`src/rtl/mrs_guard_pkg.sv`:
```
package mrs_guard_pkg;

  typedef enum logic [2:0] {
    CMD_NOP  = 3'd0,
    CMD_ACT  = 3'd1,
    CMD_RD   = 3'd2,
    CMD_WR   = 3'd3,
    CMD_PRE  = 3'd4,
    CMD_PREA = 3'd5,
    CMD_MRS  = 3'd6,
    CMD_EMRS = 3'd7
  } cmd_e;

  // true for both base and extended mode register writes
  function automatic logic f_is_mode(input cmd_e c);
    return (c == CMD_MRS) || (c == CMD_EMRS);
  endfunction

  function automatic logic f_is_precharge(input cmd_e c);
    return (c == CMD_PRE) || (c == CMD_PREA);
  endfunction

  // a wait of n cycles is a counter preload of n-1; zero counts as one
  function automatic int unsigned f_wait_load(input int unsigned cycles);
    return (cycles == 0) ? 0 : cycles - 1;
  endfunction

  // lockout after a mode write: the longer of tMRD and the DLL wait
  function automatic int unsigned f_lock_cycles(input int unsigned tmrd,
                                                input logic dll_rst,
                                                input int unsigned dll_wait);
    int unsigned w;
    w = tmrd;
    if (dll_rst && dll_wait > w) w = dll_wait;
    return w;
  endfunction

endpackage

```
`src/rtl/mrs_down_counter.sv`:
```
module mrs_down_counter #(
  parameter int W = 8
) (
  input  logic         clk,
  input  logic         rst_n,
  input  logic         load,
  input  logic [W-1:0] load_val,
  output logic         busy
);
  logic [W-1:0] cnt_q;

  always_ff @(posedge clk or negedge rst_n) begin
    if (!rst_n)            cnt_q <= '0;
    else if (load)         cnt_q <= load_val;
    else if (cnt_q != '0)  cnt_q <= cnt_q - 1'b1;
  end

  assign busy = (cnt_q != '0);

  AST_CNT_STEP: assert property (@(posedge clk) disable iff (!rst_n)
    (busy && !load) |=> (cnt_q == $past(cnt_q) - 1'b1));
  AST_CNT_REST: assert property (@(posedge clk) disable iff (!rst_n)
    (!busy && !load) |=> !busy);

endmodule

```
`src/rtl/mrs_bank_tracker.sv`:
```
module mrs_bank_tracker
  import mrs_guard_pkg::*;
#(
  parameter int BANKS  = 8,
  parameter int BANK_W = 3
) (
  input  logic              clk,
  input  logic              rst_n,
  input  logic              fire,
  input  cmd_e              cmd,
  input  logic [BANK_W-1:0] bank,
  output logic [BANKS-1:0]  open_map,
  output logic              all_idle
);
  logic [BANKS-1:0] open_q;

  for (genvar b = 0; b < BANKS; b++) begin : g_bank
    logic hit;
    assign hit = (bank == BANK_W'(b));
    always_ff @(posedge clk or negedge rst_n) begin
      if (!rst_n) open_q[b] <= 1'b0;
      else if (fire) begin
        if (cmd == CMD_PREA)                 open_q[b] <= 1'b0;
        else if (cmd == CMD_PRE && hit)      open_q[b] <= 1'b0;
        else if (cmd == CMD_ACT && hit)      open_q[b] <= 1'b1;
      end
    end
  end

  assign open_map = open_q;
  assign all_idle = ~|open_q;

  AST_PREA_CLEARS: assert property (@(posedge clk) disable iff (!rst_n)
    (fire && cmd == CMD_PREA) |=> all_idle);
  AST_ACT_OPENS: assert property (@(posedge clk) disable iff (!rst_n)
    (fire && cmd == CMD_ACT) |=> !all_idle);

endmodule

```
`src/rtl/mrs_admit_logic.sv`:
```
module mrs_admit_logic
  import mrs_guard_pkg::*;
(
  input  logic req_valid,
  input  cmd_e req_cmd,
  input  logic all_idle,
  input  logic trp_busy,
  input  logic lock_busy,
  output logic ready,
  output logic fire,
  output logic mode_fire,
  output logic pre_fire
);
  logic mode_ok;

  always_comb begin
    mode_ok   = all_idle && !trp_busy;
    ready     = !lock_busy && (!f_is_mode(req_cmd) || mode_ok);
    fire      = req_valid && ready;
    mode_fire = fire && f_is_mode(req_cmd);
    pre_fire  = fire && f_is_precharge(req_cmd);
  end

endmodule

```
`src/rtl/mrs_timing_guard.sv`:
```
module mrs_timing_guard
  import mrs_guard_pkg::*;
#(
  parameter int BANKS       = 8,
  parameter int BANK_W      = 3,
  parameter int MODE_W      = 13,
  parameter int CNT_W       = 8,
  parameter int DLL_BIT     = 8,
  parameter int DLL_WAIT    = 200
) (
  input  logic              clk,
  input  logic              rst_n,
  input  logic [CNT_W-1:0]  cfg_trp,
  input  logic [CNT_W-1:0]  cfg_tmrd,
  input  logic              req_valid,
  input  logic [2:0]        req_cmd,
  input  logic [BANK_W-1:0] req_bank,
  input  logic [MODE_W-1:0] req_mode,
  output logic              req_ready,
  output logic [2:0]        bus_cmd,
  output logic [BANK_W-1:0] bus_bank,
  output logic [MODE_W-1:0] bus_mode
);
  localparam int DLL_W  = $clog2(DLL_WAIT + 1);
  localparam int LOCK_W = (CNT_W > DLL_W) ? CNT_W : DLL_W;

  cmd_e             cmd;
  logic             all_idle, trp_busy, lock_busy;
  logic             fire, mode_fire, pre_fire, dll_req;
  logic [BANKS-1:0] open_map;
  logic [CNT_W-1:0] trp_load;
  logic [LOCK_W-1:0] lock_load;

  assign cmd     = cmd_e'(req_cmd);
  assign dll_req = (cmd == CMD_MRS) && req_mode[DLL_BIT];

  assign trp_load  = CNT_W'(f_wait_load(int'(cfg_trp)));
  assign lock_load = LOCK_W'(f_wait_load(
                       f_lock_cycles(int'(cfg_tmrd), dll_req, DLL_WAIT)));

  mrs_bank_tracker #(.BANKS(BANKS), .BANK_W(BANK_W)) u_banks (
    .clk(clk), .rst_n(rst_n), .fire(fire), .cmd(cmd), .bank(req_bank),
    .open_map(open_map), .all_idle(all_idle)
  );

  mrs_down_counter #(.W(CNT_W)) u_trp_cnt (
    .clk(clk), .rst_n(rst_n), .load(pre_fire), .load_val(trp_load),
    .busy(trp_busy)
  );

  mrs_down_counter #(.W(LOCK_W)) u_lock_cnt (
    .clk(clk), .rst_n(rst_n), .load(mode_fire), .load_val(lock_load),
    .busy(lock_busy)
  );

  mrs_admit_logic u_admit (
    .req_valid(req_valid), .req_cmd(cmd), .all_idle(all_idle),
    .trp_busy(trp_busy), .lock_busy(lock_busy), .ready(req_ready),
    .fire(fire), .mode_fire(mode_fire), .pre_fire(pre_fire)
  );

  always_ff @(posedge clk or negedge rst_n) begin
    if (!rst_n) begin
      bus_cmd  <= CMD_NOP;
      bus_bank <= '0;
      bus_mode <= '0;
    end else if (fire) begin
      bus_cmd  <= req_cmd;
      bus_bank <= req_bank;
      bus_mode <= req_mode;
    end else begin
      bus_cmd  <= CMD_NOP;
      bus_bank <= '0;
      bus_mode <= '0;
    end
  end

  AST_MODE_ONLY_IDLE: assert property (@(posedge clk) disable iff (!rst_n)
    mode_fire |-> (open_map == '0));
  AST_TRP_HOLDS_MODE: assert property (@(posedge clk) disable iff (!rst_n)
    (trp_busy && f_is_mode(cmd)) |-> !req_ready);
  AST_LOCK_NO_READY: assert property (@(posedge clk) disable iff (!rst_n)
    lock_busy |-> !req_ready);
  AST_LOCK_BUS_NOP: assert property (@(posedge clk) disable iff (!rst_n)
    lock_busy |=> (bus_cmd == CMD_NOP));
  AST_MODE_STARTS_LOCK: assert property (@(posedge clk) disable iff (!rst_n)
    (mode_fire && (dll_req || cfg_tmrd > 1)) |=> lock_busy);
  AST_IDLE_BUS_NOP: assert property (@(posedge clk) disable iff (!rst_n)
    !req_valid |=> (bus_cmd == CMD_NOP));

endmodule

```
`config.mk`:
```
export PLATFORM = sky130hd
export DESIGN_NAME = mrs_timing_guard
export DESIGN_NICKNAME = d
export VERILOG_FILES = /design/src/rtl/mrs_guard_pkg.sv /design/src/rtl/mrs_down_counter.sv /design/src/rtl/mrs_bank_tracker.sv /design/src/rtl/mrs_admit_logic.sv /design/src/rtl/mrs_timing_guard.sv
export SDC_FILE = /design/constraint.sdc
export NUM_CORES = 1
export LEC_CHECK = 0
export ABC_CLOCK_PERIOD_IN_PS = 3700
export CAP_MARGIN = 40
export CORE_MARGIN = 3
export CORE_UTILIZATION = 50
export CTS_CLUSTER_SIZE = 24
export DETAILED_ROUTE_END_ITERATION = 6
export PLACE_DENSITY = 0.81
export SETUP_SLACK_MARGIN = 0.02
export SYNTH_ARGS = -nofsm -noshare
export SYNTH_HDL_FRONTEND = slang
export SYNTH_SLANG_ARGS = --single-unit
```
`constraint.sdc`:
```
create_clock -name clk -period 3.7 [get_ports clk]
set_clock_uncertainty 0.15 [all_clocks]
set_input_delay 0.555 -clock clk [delete_from_list [all_inputs] [get_ports clk]]
set_output_delay 0.555 -clock clk [all_outputs]
set_load 0.03 [all_outputs]
```
==> results.md <==
* Status: completed
* Final setup vio count at 0
* Num ports at between 50 and 60
* Final Wtd Congestion at 0.851
* Final Critical Period at roughly 3500 ps
* Pin count of the biggest net entering global routing at 23
* Mapped Area at between 2000 and 2500 um2
* Synth top area cells: dfrtp_1 45%, and2_2 5.3%, o21ai_0 3.7%
* Initial antenna violation count at 0
* Final Cycle Share at 0.935
* Post-synthesis async set-or-reset flop share at 1.00
* Sequential cell area at 1080 um2
* Leakage at around 1.3 nW
* Netlist cell types at 49
* Rel. slew slack at 0.594
* Later-pin clock latency in the skew report at roughly 290 ps
* Synth area leader: dfrtp_1
* Iteration-0 DRC count of the detailed router at ~130
* Fill cells at 340
* ANT cells at 0
* CTS Buffer Depth at 2
* Yosys warning count at 0
* Syn_nets at ~280
* GRT overflow at 0
* Number of synthesized flops with an enable pin at 0
* Post-Route WL at ~5300 um
* Hold Path Class: in -> async
* Root buffer cell: clkbuf_8
* Worst vdd rail ir drop at 0.000211 V
* Most instantiated library cell after synthesis: dfrtp_1
* Htree depth at 2
* Die area at around 5700 um2
* Die Y at roughly 75 um
* Slew @ Worst Pin at 609 ps
* Pwr per Cell Area at roughly 280 nW/um2
* Switching pwr at approximately 0.2 mW
* Port buffer count at 57
* Final ANT Viol Nets at 0
* CTS tree: yes
* Final Max Slew Viols at 0
* Area grow syn2layout at 31.5%
* Global-route usage over all layers at 0.202
* Synth cell count leaders: 43 x dfrtp_1, 18 x o21ai_0, 17 x and2_2, 12 x nor2_1, 11 x nand2_1
* Post-Route Setup TNS at 0 ps
* DP Wirelength at between 4000 and 5000 um
* FF-to-FF path depth at 6
* Max Clock Freq at roughly 0.29 GHz
* Layout cells sized above 1 at 0.151
* Fin. Hold Viols at 0
* Met1 Use GR at 0.255
* Post-CTS Setup Bufs at 0
* Met2 Use GR at 0.327
* Flops & latches, synth at 43
* Total power at around 0.89 mW
* Num CTS Buffers at 5
* RSZ-0062 raised after global routing: false
* Core area at 4500 um2
* Clock power frac at 0.362
* Max-cap violation count at 0
* Initial core utilization at 0.534
* Placed cell areas at roughly 3100 um2
* DR vias/cell at about 5.7
* Number of global-route vias before repair at 1947
* Met3 global-route usage at 0.0712
* Worst Path Required at about 3000 ps
* Seq pwr share at 0.527
* First-pass GRT wire length at 8730 um
* Combinational power share at 0.111
* Routed via count at ~2000
* Most common flop cell mapped by yosys: dfrtp_1
* Register area share after synthesis at 0.447
* Hold_buf cts at 0
* Cell Int Power at 0.693 mW
* Avg Cell Area, Syn at roughly 10 um2
* Nets at 346
* Worst hold slack at roughly 81 ps
* Post-route cell area at around 3200 um2
* Critical path peak fanout at 5
* WP data arrival at between 2000 and 3000 ps
* Grt peak-use layer: met2
* Crit path kind: reg -> out
* Cells after synthesis at 240
* Drt wl/cell at 15.0 um
* CTS clock-pin slew for the worst setup and hold paths at ~80 ps
* CP endpoint kind: output port
* Drc violations at 0
* Num rows at 24
* CP Launch Type: register
* Sink Count at 43
* Multi-input gate area at 1250 um2
* Yosys top cell area share at 0.447
* Sw Share at 0.223
* Drt pass-1 iters at 5
* Die Span X at 75.4 um
-- area by class of cell --
type | instances | area share
well taps | 52 | 0.0206
inverters | 10 | 0.0119
flip-flops and latches | 43 | 0.340
clock inverters | 1 | 0.00237
multi-input cells | 180 | 0.396
repair buffers | 63 | 0.199
clock buffers | 7 | 0.0304
-- power groups by stage --
stage | sequential (mW) | combinational (mW) | clock, mW
after global routing | 0.470 | 0.110 | 0.357
after detailed placement | 0.480 | 0.0990 | 0
final | 0.470 | 0.0987 | 0.323
after global placement | 0.480 | 0.0938 | 0
after CTS | 0.470 | 0.0996 | 0.338
after floorplan | 0.480 | 0.0332 | 0
-- worst paths after layout --
| path | to | start | slack [ps] |
|---|---|---|---|
| worst max register to register | bus_mode[0]$_DFF_PN0_ | u_trp_cnt.cnt_q[0]$_DFFE_PN0P_ | 790 |
| worst min register to register | u_banks.open_map[2]$_DFFE_PN0P_ | u_banks.open_map[2]$_DFFE_PN0P_ | 360 |
| min in group clk | u_banks.open_map[2]$_DFFE_PN0P_ | u_banks.open_map[2]$_DFFE_PN0P_ | 360 |
| worst max-delay path | req_ready | u_trp_cnt.cnt_q[0]$_DFFE_PN0P_ | 240 |
| max in group asynchronous | u_trp_cnt.cnt_q[6]$_DFFE_PN0P_ | rst_n | 2840 |
| worst min-delay path | u_banks.open_map[7]$_DFFE_PN0P_ | rst_n | 80 |
-- cells by family (layout without fill, tap and decap cells) --
| group | Yosys count | in the layout | share of synthesized area |
|---|---|---|---|
| compound gates | 59 | 59 | 0.169 |
| xor+xnor | 15 | 15 | 0.0546 |
| fa+ha+maj | 5 | 5 | 0.0260 |
| buf+inv | 17 | 81 | 0.0322 |
| flops | 43 | 43 | 0.447 |
| mux | 6 | 6 | 0.0249 |
| simple gates | 95 | 95 | 0.246 |
-- critical path, stage by stage (launching register included) --
cell,delay (ps)
dfrtp_1,400
inv_1,90
ha_1,230
or4b_4,520
or4_4,600
a31oi_1,200
dlygate4sd2_1,430
-- stage by stage --
step           cells  utilization  setup slack, ps
2_1_floorplan    240            -              719
3_3_place_gp     347        0.674              354
3_5_place_dp     348        0.680              276
4_1_cts          356        0.703              211
5_1_grt          356        0.703              101
6_report         356        0.703              240
-- cells in the final DEF, fill, tap and decap left out, types with 7 or more instances in the layout --
cell / Yosys / final
inv_1: 10 / 10
a31oi_1: 8 / 8
and2_2: 17 / 17
nor2_1: 12 / 12
xnor2_1: 9 / 9
clkbuf_8: 0 / 7
nor3_1: 9 / 9
dfrtp_1: 43 / 43
clkdlybuf4s50_1: 0 / 55
o21ai_0: 18 / 18
nand2_1: 11 / 11
-- what timing repair did --
item / 4_1_cts / 5_1_grt
endpoints found under the setup margin: 1 / 0
gates resized for setup: 1 / 0
endpoints found under the hold margin: 0 / 0
-- routing by layer --
metal / routed length [um] / share of wire
met5: 0 / 0
met4: 64 / 0.012
met3: 370 / 0.070
met2: 2560 / 0.48
met1: 2330 / 0.44
-- state kept, by name (all words and copies together) (netlist names) --
signal,cells
u_lock_cnt.cnt_q,8
u_banks.open_map,8
u_trp_cnt.cnt_q,8
bus_mode,13
bus_bank,3
bus_cmd,3
Note: power is estimated with default switching activity, not from simulation.
